### src/rtl/stack_alu_pkg.sv
package stack_alu_pkg;

  localparam int unsigned DW = 4;

  localparam logic [3:0] OPC_ADD  = 4'd0;
  localparam logic [3:0] OPC_ADDC = 4'd1;
  localparam logic [3:0] OPC_SUB  = 4'd2;
  localparam logic [3:0] OPC_SUBB = 4'd3;
  localparam logic [3:0] OPC_AND  = 4'd4;
  localparam logic [3:0] OPC_OR   = 4'd5;
  localparam logic [3:0] OPC_XOR  = 4'd6;
  localparam logic [3:0] OPC_SHL  = 4'd7;
  localparam logic [3:0] OPC_SHR  = 4'd8;
  localparam logic [3:0] OPC_ROL  = 4'd9;
  localparam logic [3:0] OPC_ROR  = 4'd10;
  localparam logic [3:0] OPC_NOT  = 4'd11;

  typedef enum logic [2:0] {
    SCMD_NONE,
    SCMD_PUSH,
    SCMD_POP,
    SCMD_WB_BIN,
    SCMD_WB_UN
  } stk_cmd_e;

  // operand count required by a code: 2 binary, 1 unary, 0 undefined
  function automatic logic [1:0] op_arity(input logic [3:0] opc);
    if (opc <= OPC_XOR)      op_arity = 2'd2;
    else if (opc <= OPC_NOT) op_arity = 2'd1;
    else                     op_arity = 2'd0;
  endfunction

endpackage

### src/rtl/stack_alu_rst_sync.sv
module stack_alu_rst_sync #(
  parameter int unsigned STAGES = 2
) (
  input  logic clk,
  input  logic rst_n,
  output logic rst_sn
);

  logic [STAGES-1:0] sync_q;

  always_ff @(posedge clk or negedge rst_n) begin
    if (!rst_n) sync_q <= '0;
    else        sync_q <= {sync_q[STAGES-2:0], 1'b1};
  end

  assign rst_sn = sync_q[STAGES-1];

endmodule

### src/rtl/stack_alu_core.sv
module stack_alu_core
  import stack_alu_pkg::*;
#(
  parameter int unsigned W = DW
) (
  input  logic [3:0]   opc,
  input  logic [W-1:0] lhs,     // TOS-1
  input  logic [W-1:0] rhs,     // TOS
  input  logic         cin,
  output logic [W-1:0] res,
  output logic         cout
);

  logic [W:0] sum_w;
  logic [W:0] dif_w;

  always_comb begin
    sum_w = {1'b0, lhs} + {1'b0, rhs} + {{W{1'b0}}, (opc == OPC_ADDC) & cin};
    dif_w = {1'b0, lhs} - {1'b0, rhs} - {{W{1'b0}}, (opc == OPC_SUBB) & cin};
  end

  always_comb begin
    res  = rhs;
    cout = cin;
    unique case (opc)
      OPC_ADD, OPC_ADDC: begin res = sum_w[W-1:0]; cout = sum_w[W]; end
      OPC_SUB, OPC_SUBB: begin res = dif_w[W-1:0]; cout = dif_w[W]; end
      OPC_AND: begin res = lhs & rhs; cout = 1'b0; end
      OPC_OR:  begin res = lhs | rhs; cout = 1'b0; end
      OPC_XOR: begin res = lhs ^ rhs; cout = 1'b0; end
      OPC_NOT: begin res = ~rhs;      cout = 1'b0; end
      OPC_SHL: begin res = {rhs[W-2:0], 1'b0}; cout = rhs[W-1]; end
      OPC_SHR: begin res = {1'b0, rhs[W-1:1]}; cout = rhs[0];   end
      OPC_ROL: begin res = {rhs[W-2:0], cin};  cout = rhs[W-1]; end
      OPC_ROR: begin res = {cin, rhs[W-1:1]};  cout = rhs[0];   end
      default: begin res = rhs; cout = cin; end
    endcase
  end

endmodule

### src/rtl/stack_alu_stack.sv
module stack_alu_stack
  import stack_alu_pkg::*;
#(
  parameter int unsigned W     = DW,
  parameter int unsigned DEPTH = 8,
  localparam int unsigned AW   = (DEPTH > 1) ? $clog2(DEPTH) : 1,
  localparam int unsigned CW   = $clog2(DEPTH + 1)
) (
  input  logic          clk,
  input  logic          rst_n,
  input  stk_cmd_e      cmd,
  input  logic [W-1:0]  wdata,
  output logic [W-1:0]  tos,
  output logic [W-1:0]  nos,
  output logic [CW-1:0] cnt,
  output logic          full,
  output logic          empty
);

  logic [W-1:0]     mem [DEPTH];
  logic [CW-1:0]    cnt_n;
  logic [DEPTH-1:0] we;
  logic [CW-1:0]    cm1, cm2;
  logic [AW-1:0]    push_idx, top_idx, nos_idx, wr_idx;

  always_comb begin
    cm1      = cnt - CW'(1);
    cm2      = cnt - CW'(2);
    push_idx = cnt[AW-1:0];
    top_idx  = cm1[AW-1:0];
    nos_idx  = cm2[AW-1:0];
    full     = (cnt == CW'(DEPTH));
    empty    = (cnt == '0);
    tos      = empty ? '0 : mem[top_idx];
    nos      = (cnt < CW'(2)) ? '0 : mem[nos_idx];
  end

  // next-state: count and the single entry written this cycle
  always_comb begin
    cnt_n  = cnt;
    wr_idx = top_idx;
    we     = '0;
    unique case (cmd)
      SCMD_PUSH:   begin cnt_n = cnt + CW'(1); wr_idx = push_idx; we[push_idx] = 1'b1; end
      SCMD_POP:    begin cnt_n = cnt - CW'(1); end
      SCMD_WB_BIN: begin cnt_n = cnt - CW'(1); wr_idx = nos_idx; we[nos_idx] = 1'b1; end
      SCMD_WB_UN:  begin wr_idx = top_idx; we[top_idx] = 1'b1; end
      default:     begin cnt_n = cnt; end
    endcase
  end

  logic unused_idx;
  assign unused_idx = ^wr_idx;

  always_ff @(posedge clk or negedge rst_n) begin
    if (!rst_n)             cnt <= '0;
    else if (cmd != SCMD_NONE) cnt <= cnt_n;
  end

  for (genvar gi = 0; gi < DEPTH; gi++) begin : g_entry
    always_ff @(posedge clk or negedge rst_n) begin
      if (!rst_n)     mem[gi] <= '0;
      else if (we[gi]) mem[gi] <= wdata;
    end
  end


  count_bound_chk: assert property (@(posedge clk) disable iff (!rst_n)
    cnt <= CW'(DEPTH));

  no_push_full_chk: assert property (@(posedge clk) disable iff (!rst_n)
    (cmd == SCMD_PUSH) |-> (cnt < CW'(DEPTH)));

  no_pop_empty_chk: assert property (@(posedge clk) disable iff (!rst_n)
    (cmd == SCMD_POP) |-> (cnt != '0));

  bin_wb_depth_chk: assert property (@(posedge clk) disable iff (!rst_n)
    (cmd == SCMD_WB_BIN) |=> (cnt == $past(cnt) - CW'(1)));

endmodule

### src/rtl/stack_alu_ctrl.sv
module stack_alu_ctrl
  import stack_alu_pkg::*;
#(
  parameter int unsigned W  = DW,
  parameter int unsigned CW = 4,
  parameter int unsigned DEPTH = 8
) (
  input  logic          clk,
  input  logic          rst_n,
  input  logic          op_start,
  input  logic [3:0]    op_code,
  input  logic          push_en,
  input  logic [W-1:0]  push_data,
  input  logic          pop_en,
  input  logic [W-1:0]  tos,
  input  logic [W-1:0]  nos,
  input  logic [CW-1:0] cnt,
  input  logic          full,
  input  logic          empty,
  input  logic [W-1:0]  alu_res,
  input  logic          alu_cout,
  output logic [3:0]    op_q,
  output logic [W-1:0]  lhs_q,
  output logic [W-1:0]  rhs_q,
  output stk_cmd_e      cmd,
  output logic [W-1:0]  wdata,
  output logic          busy_q,
  output logic          carry_q,
  output logic          zero_q,
  output logic          err_q
);

  logic       busy_n, carry_n, zero_n, err_n, accept;
  logic [1:0] need_start, need_q;

  always_comb begin
    need_start = op_arity(op_code);
    need_q     = op_arity(op_q);
  end

  always_comb begin
    busy_n  = 1'b0;
    carry_n = carry_q;
    zero_n  = zero_q;
    err_n   = err_q;
    accept  = 1'b0;
    cmd     = SCMD_NONE;
    wdata   = push_data;
    if (busy_q) begin
      if (need_q != 2'd0) begin
        cmd     = (need_q == 2'd2) ? SCMD_WB_BIN : SCMD_WB_UN;
        wdata   = alu_res;
        carry_n = alu_cout;
        zero_n  = (alu_res == '0);
      end
    end else if (op_start) begin
      if (cnt < CW'(need_start)) begin
        err_n = 1'b1;
      end else begin
        accept = 1'b1;
        busy_n = 1'b1;
      end
    end else if (push_en) begin
      if (full) err_n = 1'b1;
      else      cmd   = SCMD_PUSH;
    end else if (pop_en) begin
      if (empty) err_n = 1'b1;
      else       cmd   = SCMD_POP;
    end
  end

  always_ff @(posedge clk or negedge rst_n) begin
    if (!rst_n) begin
      busy_q  <= 1'b0;
      carry_q <= 1'b0;
      zero_q  <= 1'b0;
      err_q   <= 1'b0;
    end else begin
      busy_q  <= busy_n;
      carry_q <= carry_n;
      zero_q  <= zero_n;
      err_q   <= err_n;
    end
  end

  // operand capture only when an operation is accepted
  always_ff @(posedge clk or negedge rst_n) begin
    if (!rst_n) begin
      op_q  <= '0;
      lhs_q <= '0;
      rhs_q <= '0;
    end else if (accept) begin
      op_q  <= op_code;
      lhs_q <= nos;
      rhs_q <= tos;
    end
  end


  busy_one_cycle_chk: assert property (@(posedge clk) disable iff (!rst_n)
    busy_q |=> !busy_q);

  err_sticky_chk: assert property (@(posedge clk) disable iff (!rst_n)
    err_q |=> err_q);

  flags_hold_chk: assert property (@(posedge clk) disable iff (!rst_n)
    !busy_q |=> ($stable(carry_q) && $stable(zero_q)));

  zero_match_chk: assert property (@(posedge clk) disable iff (!rst_n)
    (busy_q && (need_q != 2'd0)) |=> (zero_q == (tos == '0)));

  depth_param_chk: assert property (@(posedge clk) disable iff (!rst_n)
    full |-> (cnt == CW'(DEPTH)));

endmodule

### src/rtl/stack_alu.sv
module stack_alu
  import stack_alu_pkg::*;
#(
  parameter int unsigned DEPTH = 8,
  localparam int unsigned CW   = $clog2(DEPTH + 1)
) (
  input  logic          clk,
  input  logic          rst_n,
  input  logic          op_start,
  input  logic [3:0]    op_code,
  input  logic          push_en,
  input  logic [DW-1:0] push_data,
  input  logic          pop_en,
  output logic [DW-1:0] tos_data,
  output logic [CW-1:0] stack_depth,
  output logic          busy,
  output logic          carry_flag,
  output logic          branch_flag,
  output logic          stack_err
);

  logic          rst_sn;
  stk_cmd_e      cmd;
  logic [DW-1:0] wdata, tos, nos, lhs_q, rhs_q, alu_res;
  logic [3:0]    op_q;
  logic [CW-1:0] cnt;
  logic          full, empty, alu_cout, busy_q, carry_q, zero_q, err_q;

  stack_alu_rst_sync #(.STAGES(2)) i_rst_sync (
    .clk(clk), .rst_n(rst_n), .rst_sn(rst_sn)
  );

  stack_alu_stack #(.W(DW), .DEPTH(DEPTH)) i_stack (
    .clk(clk), .rst_n(rst_sn), .cmd(cmd), .wdata(wdata),
    .tos(tos), .nos(nos), .cnt(cnt), .full(full), .empty(empty)
  );

  stack_alu_core #(.W(DW)) i_core (
    .opc(op_q), .lhs(lhs_q), .rhs(rhs_q), .cin(carry_q),
    .res(alu_res), .cout(alu_cout)
  );

  stack_alu_ctrl #(.W(DW), .CW(CW), .DEPTH(DEPTH)) i_ctrl (
    .clk(clk), .rst_n(rst_sn), .op_start(op_start), .op_code(op_code),
    .push_en(push_en), .push_data(push_data), .pop_en(pop_en),
    .tos(tos), .nos(nos), .cnt(cnt), .full(full), .empty(empty),
    .alu_res(alu_res), .alu_cout(alu_cout), .op_q(op_q),
    .lhs_q(lhs_q), .rhs_q(rhs_q), .cmd(cmd), .wdata(wdata),
    .busy_q(busy_q), .carry_q(carry_q), .zero_q(zero_q), .err_q(err_q)
  );

  assign tos_data    = tos;
  assign stack_depth = cnt;
  assign busy        = busy_q;
  assign carry_flag  = carry_q;
  assign branch_flag = zero_q;
  assign stack_err   = err_q;

endmodule

### config.mk
export PLATFORM = sky130hd
export DESIGN_NAME = stack_alu
export DESIGN_NICKNAME = d
export VERILOG_FILES = /design/src/rtl/stack_alu_pkg.sv /design/src/rtl/stack_alu_rst_sync.sv /design/src/rtl/stack_alu_core.sv /design/src/rtl/stack_alu_stack.sv /design/src/rtl/stack_alu_ctrl.sv /design/src/rtl/stack_alu.sv
export SDC_FILE = /design/constraint.sdc
export NUM_CORES = 1
export LEC_CHECK = 0
export BUFFER_PORTS_ARGS = -buffer_cell sky130_fd_sc_hd__buf_2
export CORE_ASPECT_RATIO = 0.9
export CORE_MARGIN = 3
export CORE_UTILIZATION = 61
export DETAILED_ROUTE_END_ITERATION = 8
export PLACE_DENSITY_LB_ADDON = 0.3
export REMOVE_ABC_BUFFERS = 1
export SKIP_CTS_REPAIR_TIMING = 1
export SLEW_MARGIN = 0
export SYNTH_ARGS = -nofsm -noshare
export SYNTH_HDL_FRONTEND = slang
export SYNTH_SLANG_ARGS = --single-unit
export TNS_END_PERCENT = 20
### constraint.sdc
create_clock -name clk -period 3.63 [get_ports clk]
set_clock_uncertainty 0.05 [all_clocks]
set_input_delay 0.5445 -clock clk [delete_from_list [all_inputs] [get_ports clk]]
set_output_delay 0.5445 -clock clk [all_outputs]
set_load 0.05 [all_outputs]
==> key figures, run 1 <==
Outcome
  – Status: complete, no violations

Worst setup path
  – R2R Setup Slk: 0.36 ns
  – Worst Setup Path Type: flip-flop to output pin
  – Reg2reg start: i_ctrl.op_q[3]
  – CP max FO: 9
  – Slowest CP cell: xnor2_1
  – Crit path largest cell delay: roughly 0.67 ns
  – R2R cell count: 9
  – Crit path cell chain: inv_1, ha_1, xnor2_1, nand2_1, mux4_2, o21a_1, nor2_2, buf_2
  – Worst EP required: 3.04 ns
  – Worst Path Arrival: between 2 and 3 ns
  – CP Launch Type: flip-flop
  – CP Capture Type: output pin
  – Reg-to-reg endpoint: i_stack.mem[13]

Timing
  – Final hold violation count: 0
  – RSZ-0062 raised after global routing: no
  – Setup TNS: 0 ns
  – Final WS setup: about 0.20 ns
  – Slew HR: 47.0%
  – Max Fclk: 292 MHz
  – Final slew viol count: 0
  – Worst-Margin Slew: slightly below 0.8 ns
  – Setup-failing EPs final: 0
  – Final critical-path share of the clock period: 94.4%
  – Final Critical Period: ~3.4 ns

Flow run
  – Maximum Capacitance Violations: 0

Logic synthesis
  – Area share of the largest cell type after synthesis: roughly 35%
  – Avg Inst Size Synth: around 11 sq um
  – Synth area leader: dfrtp_1
  – Yosys warnings: 0
  – Top post-synthesis cells by area: dfrtp_1, mux2_2, ha_1
  – Share of flip-flops with an asynchronous set or reset: 100%
  – Most frequent cells after synthesis: dfrtp_1, mux2_2, nor2_1, ha_1, nand2_1
  – Cell variety after synth: 56
  – Synth Register Bits: 54
  – Synth Flop Type: dfrtp_1
  – Gate Count Post-Synth: roughly 360
  – Synthesized area: about 3800 sq um
  – Most frequent cell after synthesis: dfrtp_1
  – EDFF count, synth: 0
  – Seq/Total Area, Yosys: a little over a third

CTS
  – H-tree depth: 2
  – CTS tree: yes
  – CTS root buf: clkbuf_8
  – Cts bufs inserted: 5
  – Clock slew at reported path FFs: approximately 0.1 ns
  – Clock Tree Buf Depth: 2
  – Sink Count: between 50 and 60
  – Clk Latency, worst-skew pair: 0.32 ns

Die
  – Row cnt: 26
  – Die Area: 7230 sq um
  – IO Count: 25
  – Die Y: slightly above 80 um
  – Die X: ~89 um
  – Core Box Area: about 5900 sq um
  – Starting density of the core: between 60% and 70%

Layout
  – Ratio of cells with drive above 1 in the final layout: 26.5%
  – P&R area growth vs syn: 8.71%
  – Final #Nets: 422
  – Final Core Density: 70.7%
  – Final Non-Filler Cells: about 460
  – N_diodes: 0
  – Multi-input logic area: between 2000 and 2500 sq um
  – Register area: between 1000 and 1500 sq um
  – Fill count: ~440

Global routing
  – Global-route wire length before repair: between 15,000 and 20,000 um
  – Pin count of the biggest net entering global routing: 34
  – Initial antenna violation count: 0
  – Total congestion overflow: 0
  – Vias in the first global route: around 3,000
  – Total GRT Usage: approximately 28%

Min path
  – Worst min-delay path class: flip-flop to asynchronous set/reset pin

Place
  – IO Port Bufs: 24
  – DP Cell Count: 444
  – Post-Place Setup Slack: approximately 0.40 ns
  – RePlAce Congestion: roughly 0.95
  – Post-DP HPWL: between 6000 and 7000 um

Detailed routing
  – DRC violations left: 0
  – Post-route ant nets: 0
  – Routed vias/inst: 6.62
  – DRT iter0 DRCs: ~330
  – Total Routed Length: between 9000 and 10,000 um
  – First drt pass iteration count: 5
  – Via count: about 3,000
  – WL per Instance: between 20 and 25 um
cells in the final DEF (no fill, tap or decap), types with 5 or more instances in the layout:
master | Yosys | layout
dfrtp_1 | 54 | 53
mux2_2 | 46 | 46
buf_2 | 5 | 24
nor2_1 | 22 | 22
nand2_1 | 21 | 21
ha_1 | 21 | 21
inv_1 | 19 | 19
o21ai_0 | 17 | 17
mux2i_1 | 12 | 12
a21oi_1 | 12 | 12
nand3_1 | 11 | 11
mux4_2 | 10 | 10
buf_4 | 3 | 10
a31oi_1 | 7 | 7
xnor2_1 | 6 | 6
and3_1 | 6 | 6
a22oi_1 | 6 | 6
nor3_1 | 5 | 5
clkbuf_8 | 0 | 5
worst max-delay path: cells and delay by family (launching register included):
| kind | cells | cell delay (ns) |
|---|---|---|
| fa+ha+maj | 1 | 0.31 |
| simple gates | 2 | 0.22 |
| mux | 1 | 0.47 |
| buf+inv | 2 | 0.36 |
| flops | 1 | 0.35 |
| xor+xnor | 1 | 0.67 |
| compound gates | 1 | 0.13 |
worst max path at each step:
stage	startpoint	to	slack, ns	cells past startpoint
3_5_place_dp	i_ctrl.op_q[3]	i_stack.mem[21]	0.40	9
5_1_grt	i_stack.cnt[1]	tos_data[0]	0.05	8
6_report	i_stack.cnt[1]	tos_data[0]	0.20	8
3_3_place_gp	i_ctrl.op_q[3]	i_stack.mem[13]	0.38	9
2_1_floorplan	i_stack.cnt[0]	tos_data[3]	-0.62	6
4_1_cts	i_stack.cnt[1]	tos_data[0]	0.13	8
cell type report:
type / instances / share of cell area, %
Timing Repair Buffer: 36 / 5.44
Sequential cell: 54 / 32.7
Inverter: 19 / 1.72
Tap cell: 70 / 2.12
Clock buffer: 5 / 1.66
Multi-Input combinational cell: 268 / 55.3
Clock inverter: 3 / 1.09
stage by stage:
step / hold WS [ns] / area (sq um)
after global routing: 0.321 / 4140
final: 0.273 / 4140
after CTS: -0.0583 / 4100
after floorplan: 0.199 / 3710
after global placement: 0.280 / 3990
after detailed placement: 0.287 / 3990
cell families after synthesis:
| logic type | after synthesis | synth area share (%) |
|---|---|---|
| and+or+nand+nor | 84 | 10.9 |
| AOI/OAI and AO/OA | 77 | 13.5 |
| muxes | 70 | 23.7 |
| DFF | 54 | 35.5 |
| buffers and inverters | 40 | 4.40 |
| adders and majority gates | 25 | 9.00 |
| xor gates and xnor gates | 11 | 3.02 |
| other | 1 | 0.0985 |
routing by layer:
metal	vias to the layer above	share of wire, %	GRT usage [%]
li1	1387	-	-
met1	1469	47	43.0
met2	143	43	39.6
met3	15	7.7	5.98
met4	0	1.7	8.33
met5	-	0	0
sequential cells by signal, indices dropped and copies added, names as in the netlist:
name / cells
i_ctrl.op_q: 4
i_ctrl.zero_q: 1
i_stack.mem: 32
i_ctrl.err_q: 1
i_ctrl.lhs_q: 4
i_rst_sync.sync_q: 2
i_ctrl.carry_q: 1
i_ctrl.rhs_q: 4
i_stack.cnt: 4
i_ctrl.busy_q: 1
Power of run 1 is left out: the tool's default activity adds up to more than one toggle a clock period on the data nets, which glitch-free logic cannot reach.
==> run 2: changes to the inputs <==
Settings changed: MAX_ROUTING_LAYER set to met4.
==> run 2 against run 1 <==
Register-to-register slack is essentially flat. Routed wire length grew 2.8%. Critical path depth is the same. First-iteration DRC count shrank 15%. Worst setup slack gained 0.048 ns. Critical path type unchanged. Critical endpoint unchanged.
==> key figures, run 2 (synthesis gave the netlist of run 1 again) <==
Layout
  – Number of flip-flops under the largest register name: 32
  – P&R area growth vs syn: 9.59%
  – Commonest non-fill, non-tap cell in the layout: dfrtp_1
  – Final #Nets: between 400 and 500
  – N_diodes: 0
  – Biggest register: i_stack.mem
  – Ratio of cells with drive above 1 in the final layout: approximately 27%
  – Final Core Density: a little under three quarters
  – Most frequent cells in the layout: dfrtp_1, mux2_2, buf_2

CTS
  – Clock Tree Buf Depth: 2
  – Sink Count: between 50 and 60
  – Clock slew at reported path FFs: 0.10 ns
  – CTS tree: yes
  – Cts bufs inserted: 5
  – CTS root buf: clkbuf_8
  – H-tree depth: 2
  – Clk Latency, worst-skew pair: ~0.32 ns

Global routing
  – Vias in the first global route: around 2,900
  – Initial antenna violation count: 0
  – Global-route wire length before repair: 15,300 um
  – Pin count of the biggest net entering global routing: 34
  – Total congestion overflow: 0
  – Total GRT Usage: about 29%

Worst setup path
  – R2R Setup Slk: around 0.36 ns
  – Reg-to-reg endpoint: i_stack.mem[13]
  – Worst Setup Path Type: flip-flop to output pin
  – Worst Path Arrival: about 2.8 ns
  – CP Capture Type: output pin
  – Worst EP required: roughly 3.0 ns
  – R2R cell count: 9
  – CP Launch Type: flip-flop
  – Crit path capture: tos_data[0]
  – CP max FO: 9
  – Reg2reg start: i_ctrl.op_q[3]
  – Crit path from: i_stack.cnt[1]

Detailed routing
  – DRT iter0 DRCs: approximately 280
  – Post-route ant nets: 0
  – Total Routed Length: 9470 um
  – DRC violations left: 0
  – Via count: approximately 3,100
  – First drt pass iteration count: 5
  – Routed vias/inst: 6.65
  – WL per Instance: 20.6 um

Die
  – Row cnt: 26
  – Starting density of the core: between 60% and 70%
  – Core Box Area: just under 6000 sq um
  – Die Y: a little over 80 um
  – Die Area: 7230 sq um
  – IO Count: 25
  – Die X: 89.3 um

Place
  – Post-DP HPWL: 6680 um
  – RePlAce Congestion: just over 0.9
  – IO Port Bufs: 24

Timing
  – Final Critical Period: between 3 and 4 ns
  – Final hold violation count: 0
  – Max Fclk: approximately 300 MHz
  – Slew HR: about 44%
  – Worst-Margin Slew: about 0.84 ns
  – Setup TNS: 0 ns
  – Setup-failing EPs final: 0
  – Final critical-path share of the clock period: between 90% and 100%
  – RSZ-0062 raised after global routing: no
  – Final slew viol count: 0

Outcome
  – Status: complete, no violations

Min path
  – Worst min-delay path class: flip-flop to asynchronous set/reset pin

Flow run
  – Maximum Capacitance Violations: 0
==> run 2: layer usage <==
layer | global-route usage, % | wire (um) | vias up
li1 | - | - | 1384
met1 | 43.5 | 4370 | 1525
met2 | 40.1 | 4210 | 128
met3 | 4.97 | 670 | 20
met4 | 8.63 | 220 | 0
met5 | - | 0 | -
==> run 2: worst min path at each step <==
stage	start	end	slack, ns	cells after the start
after CTS	rst_n	i_rst_sync.sync_q[1]	-0.06	1
after detailed placement	rst_n	i_rst_sync.sync_q[0]	0.28	1
after global routing	i_rst_sync.sync_q[1]	i_ctrl.carry_q	0.32	0
after global placement	rst_n	i_rst_sync.sync_q[0]	0.28	1
after floorplan	rst_n	i_rst_sync.sync_q[0]	0.20	0
final	i_rst_sync.sync_q[1]	i_ctrl.lhs_q[1]	0.27	0
==> run 2: per-stage QoR <==
stage,worst slack [ns],hold WS [ns],instance area [sq um],cells
6_report,0.252,0.268,4170,460
5_1_grt,0.0356,0.320,4170,460
4_1_cts,0.129,-0.0646,4110,453
3_5_place_dp,0.428,0.281,4000,445
3_3_place_gp,0.509,0.279,4000,445
2_1_floorplan,-0.615,0.199,3710,341
==> run 2: worst max-delay path: stages (launching register included) <==
cell,delay (ns)
dfrtp_1,0.35
inv_1,0.08
ha_1,0.31
xnor2_1,0.62
nand2_1,0.12
mux4_2,0.47
o21a_1,0.12
nor2_2,0.11
buf_2,0.28
==> run 2: area by class of cell <==
cell class	instances	area, sq um
multi-input combinational	268	2290
fill	434	1680
sequential	54	1350
timing repair buffer	41	263
tap	70	87.6
clock buffer	6	72.6
inverter	19	71.3
clock inverter	2	37.5
Power of run 2 is left out for the same reason.
==> run 3: changes to the inputs <==
Settings changed: SYNTH_HIERARCHICAL set to 1.
==> run 3 against run 2 <==
Utilization fell by 1.7 points. Routed wire length down 4.6%. Area after synthesis up 6.6%. Critical path depth shrank 1. Global-route usage shrank 3.8 points. Worst hold slack better by 0.041 ns. Flip-flop and latch count stayed put. Critical endpoint unchanged. Fmax is 3.1% higher. Worst setup slack gained 0.10 ns. Highest routed layer unchanged. Final cell count rose by 1.3%.
==> key figures, run 3 <==
Worst setup path
  – CP Launch Type: flip-flop
  – Crit path capture: tos_data[0]
  – CP max FO: 14
  – Worst EP required: 3.04 ns
  – Worst Path Arrival: approximately 2.7 ns
  – Crit path from: i_stack/cnt[1]
  – CP Capture Type: output pin
  – Reg2reg start: i_ctrl/op_q[1]
  – R2R cell count: 11
  – Reg-to-reg endpoint: i_stack/mem[19]
  – Worst Setup Path Type: flip-flop to output pin
  – R2R Setup Slk: roughly 0.43 ns

Die
  – Core Box Area: ~6300 sq um
  – Die X: between 90 and 100 um
  – Die Area: 7670 sq um
  – Die Y: 83.4 um
  – IO Count: 25
  – Row cnt: 27
  – Starting density of the core: 64.6%

Place
  – Post-Place Setup Slack: about 0.53 ns
  – Post-DP HPWL: 6570 um
  – RePlAce Congestion: ~0.94
  – IO Port Bufs: 24

CTS
  – Clock slew at reported path FFs: 0.10 ns
  – Clk Latency, worst-skew pair: 0.32 ns
  – Cts bufs inserted: 5
  – Sink Count: between 50 and 60
  – CTS root buf: clkbuf_8
  – H-tree depth: 2
  – CTS tree: yes
  – Clock Tree Buf Depth: 2

Detailed routing
  – Total Routed Length: 9030 um
  – Via count: 3,009
  – First drt pass iteration count: 5
  – DRT iter0 DRCs: between 150 and 200
  – WL per Instance: 19.4 um
  – Post-route ant nets: 0
  – Routed vias/inst: 6.46
  – DRC violations left: 0

Layout
  – P&R area growth vs syn: 7.71%
  – N_diodes: 0
  – Most frequent cells in the layout: dfrtp_1, mux2_2, buf_2
  – Final #Nets: around 420
  – Ratio of cells with drive above 1 in the final layout: between 30% and 40%
  – Number of flip-flops under the largest register name: 32
  – Biggest register: i_stack/mem
  – Commonest non-fill, non-tap cell in the layout: dfrtp_1

Logic synthesis
  – Most frequent cell after synthesis: dfrtp_1
  – Seq/Total Area, Yosys: 33.3%
  – Cell variety after synth: 66
  – Synth Flop Type: dfrtp_1
  – EDFF count, synth: 0
  – Most frequent cells after synthesis: dfrtp_1, mux2_2, nand2_1, ha_1, inv_1
  – Synth Register Bits: 54
  – Synth area leader: dfrtp_1
  – Area share of the largest cell type after synthesis: between 30% and 40%
  – Share of flip-flops with an asynchronous set or reset: 100%
  – Top post-synthesis cells by area: dfrtp_1, mux2_2, mux4_2
  – Gate Count Post-Synth: 354
  – Synthesized area: a little over 4000 sq um
  – Avg Inst Size Synth: between 10 and 15 sq um
  – Yosys warnings: 6

Global routing
  – Global-route wire length before repair: ~15,000 um
  – Vias in the first global route: approximately 3,000
  – Total congestion overflow: 0
  – Initial antenna violation count: 0
  – Pin count of the biggest net entering global routing: 53
  – Total GRT Usage: 25.2%

Timing
  – Final critical-path share of the clock period: between 90% and 100%
  – RSZ-0062 raised after global routing: no
  – Max Fclk: a little over 300 MHz
  – Final Critical Period: about 3.3 ns
  – Final slew viol count: 0
  – Final WS setup: around 0.35 ns
  – Setup-failing EPs final: 0
  – Setup TNS: 0 ns
  – Slew HR: approximately a quarter
  – Worst-Margin Slew: between 1 and 1.5 ns
  – Final hold violation count: 0

Min path
  – Worst min-delay path class: flip-flop to flip-flop
  – Hold depth: 0

Flow run
  – Maximum Capacitance Violations: 0

Outcome
  – Status: complete, no violations
-- run 3: changes by cell type after synthesis, sizes merged, moves of 4 or more --
cell,delta
o21ai,-12
clkbuf,-8
mux2,+8
nor2,-8
buf,+7
a22oi,-6
a32oi,+5
nand3,-5
a22o,-4
a311oi,-4
a31oi,+4
mux4,+4
-- run 3: worst min-delay path by stage --
stage,to,startpoint
after CTS,i_rst_sync/sync_q[1],rst_n
after global placement,i_rst_sync/sync_q[0],rst_n
final,i_rst_sync/sync_q[1],i_rst_sync/sync_q[0]
after detailed placement,i_rst_sync/sync_q[0],rst_n
after global routing,i_rst_sync/sync_q[1],i_rst_sync/sync_q[0]
after floorplan,i_rst_sync/sync_q[0],rst_n
-- run 3: cell families (layout without fill, tap and decap cells) --
family | count (synthesis) | count (layout) | share of synthesized area (%)
flops | 54 | 54 | 33.3
fa+ha+maj | 25 | 25 | 8.45
other cells | 1 | 1 | 0.0924
xor+xnor | 8 | 8 | 2.10
buf+inv | 40 | 65 | 5.18
compound gates | 62 | 62 | 12.3
simple gates | 82 | 82 | 11.3
mux | 82 | 82 | 27.4
-- run 3: per-layer routing --
layer	up-vias	part of all wire [%]	GRT usage (%)	routed length (um)
met1	1526	47	36.7	4220
met5	-	0	-	0
li1	1366	-	-	-
met3	9	6.2	4.26	559
met4	0	1.1	6.21	96
met2	108	46	37.0	4150
-- run 3: stage by stage --
step           area [sq um]  cells  util (%)  hold WS [ns]
4_1_cts                4360    465      69.4       -0.0719
2_1_floorplan          3920    334         -         0.199
3_5_place_dp           4240    457      67.5         0.281
5_1_grt                4370    466      69.6         0.315
6_report               4370    466      69.6         0.308
3_3_place_gp           4240    457      67.5         0.279
-- run 3: area by class of cell --
type                       instances  area (sq um)
clock inverter                     3          48.8
timing repair buffer              37           220
clock buffer                       5          68.8
multi-input combinational        260          2500
fill                             474          1910
sequential                        54          1350
inverter                          20          75.1
tap                               87           109
-- run 3: critical path: stages (launching register included) --
cell     delay (ns)
dfrtp_1        0.36
inv_1          0.09
ha_1           0.71
buf_4          0.28
mux4_2         0.50
nand2_1        0.08
a31oi_1        0.11
buf_2          0.23
Power of run 3 is left out for the same reason.
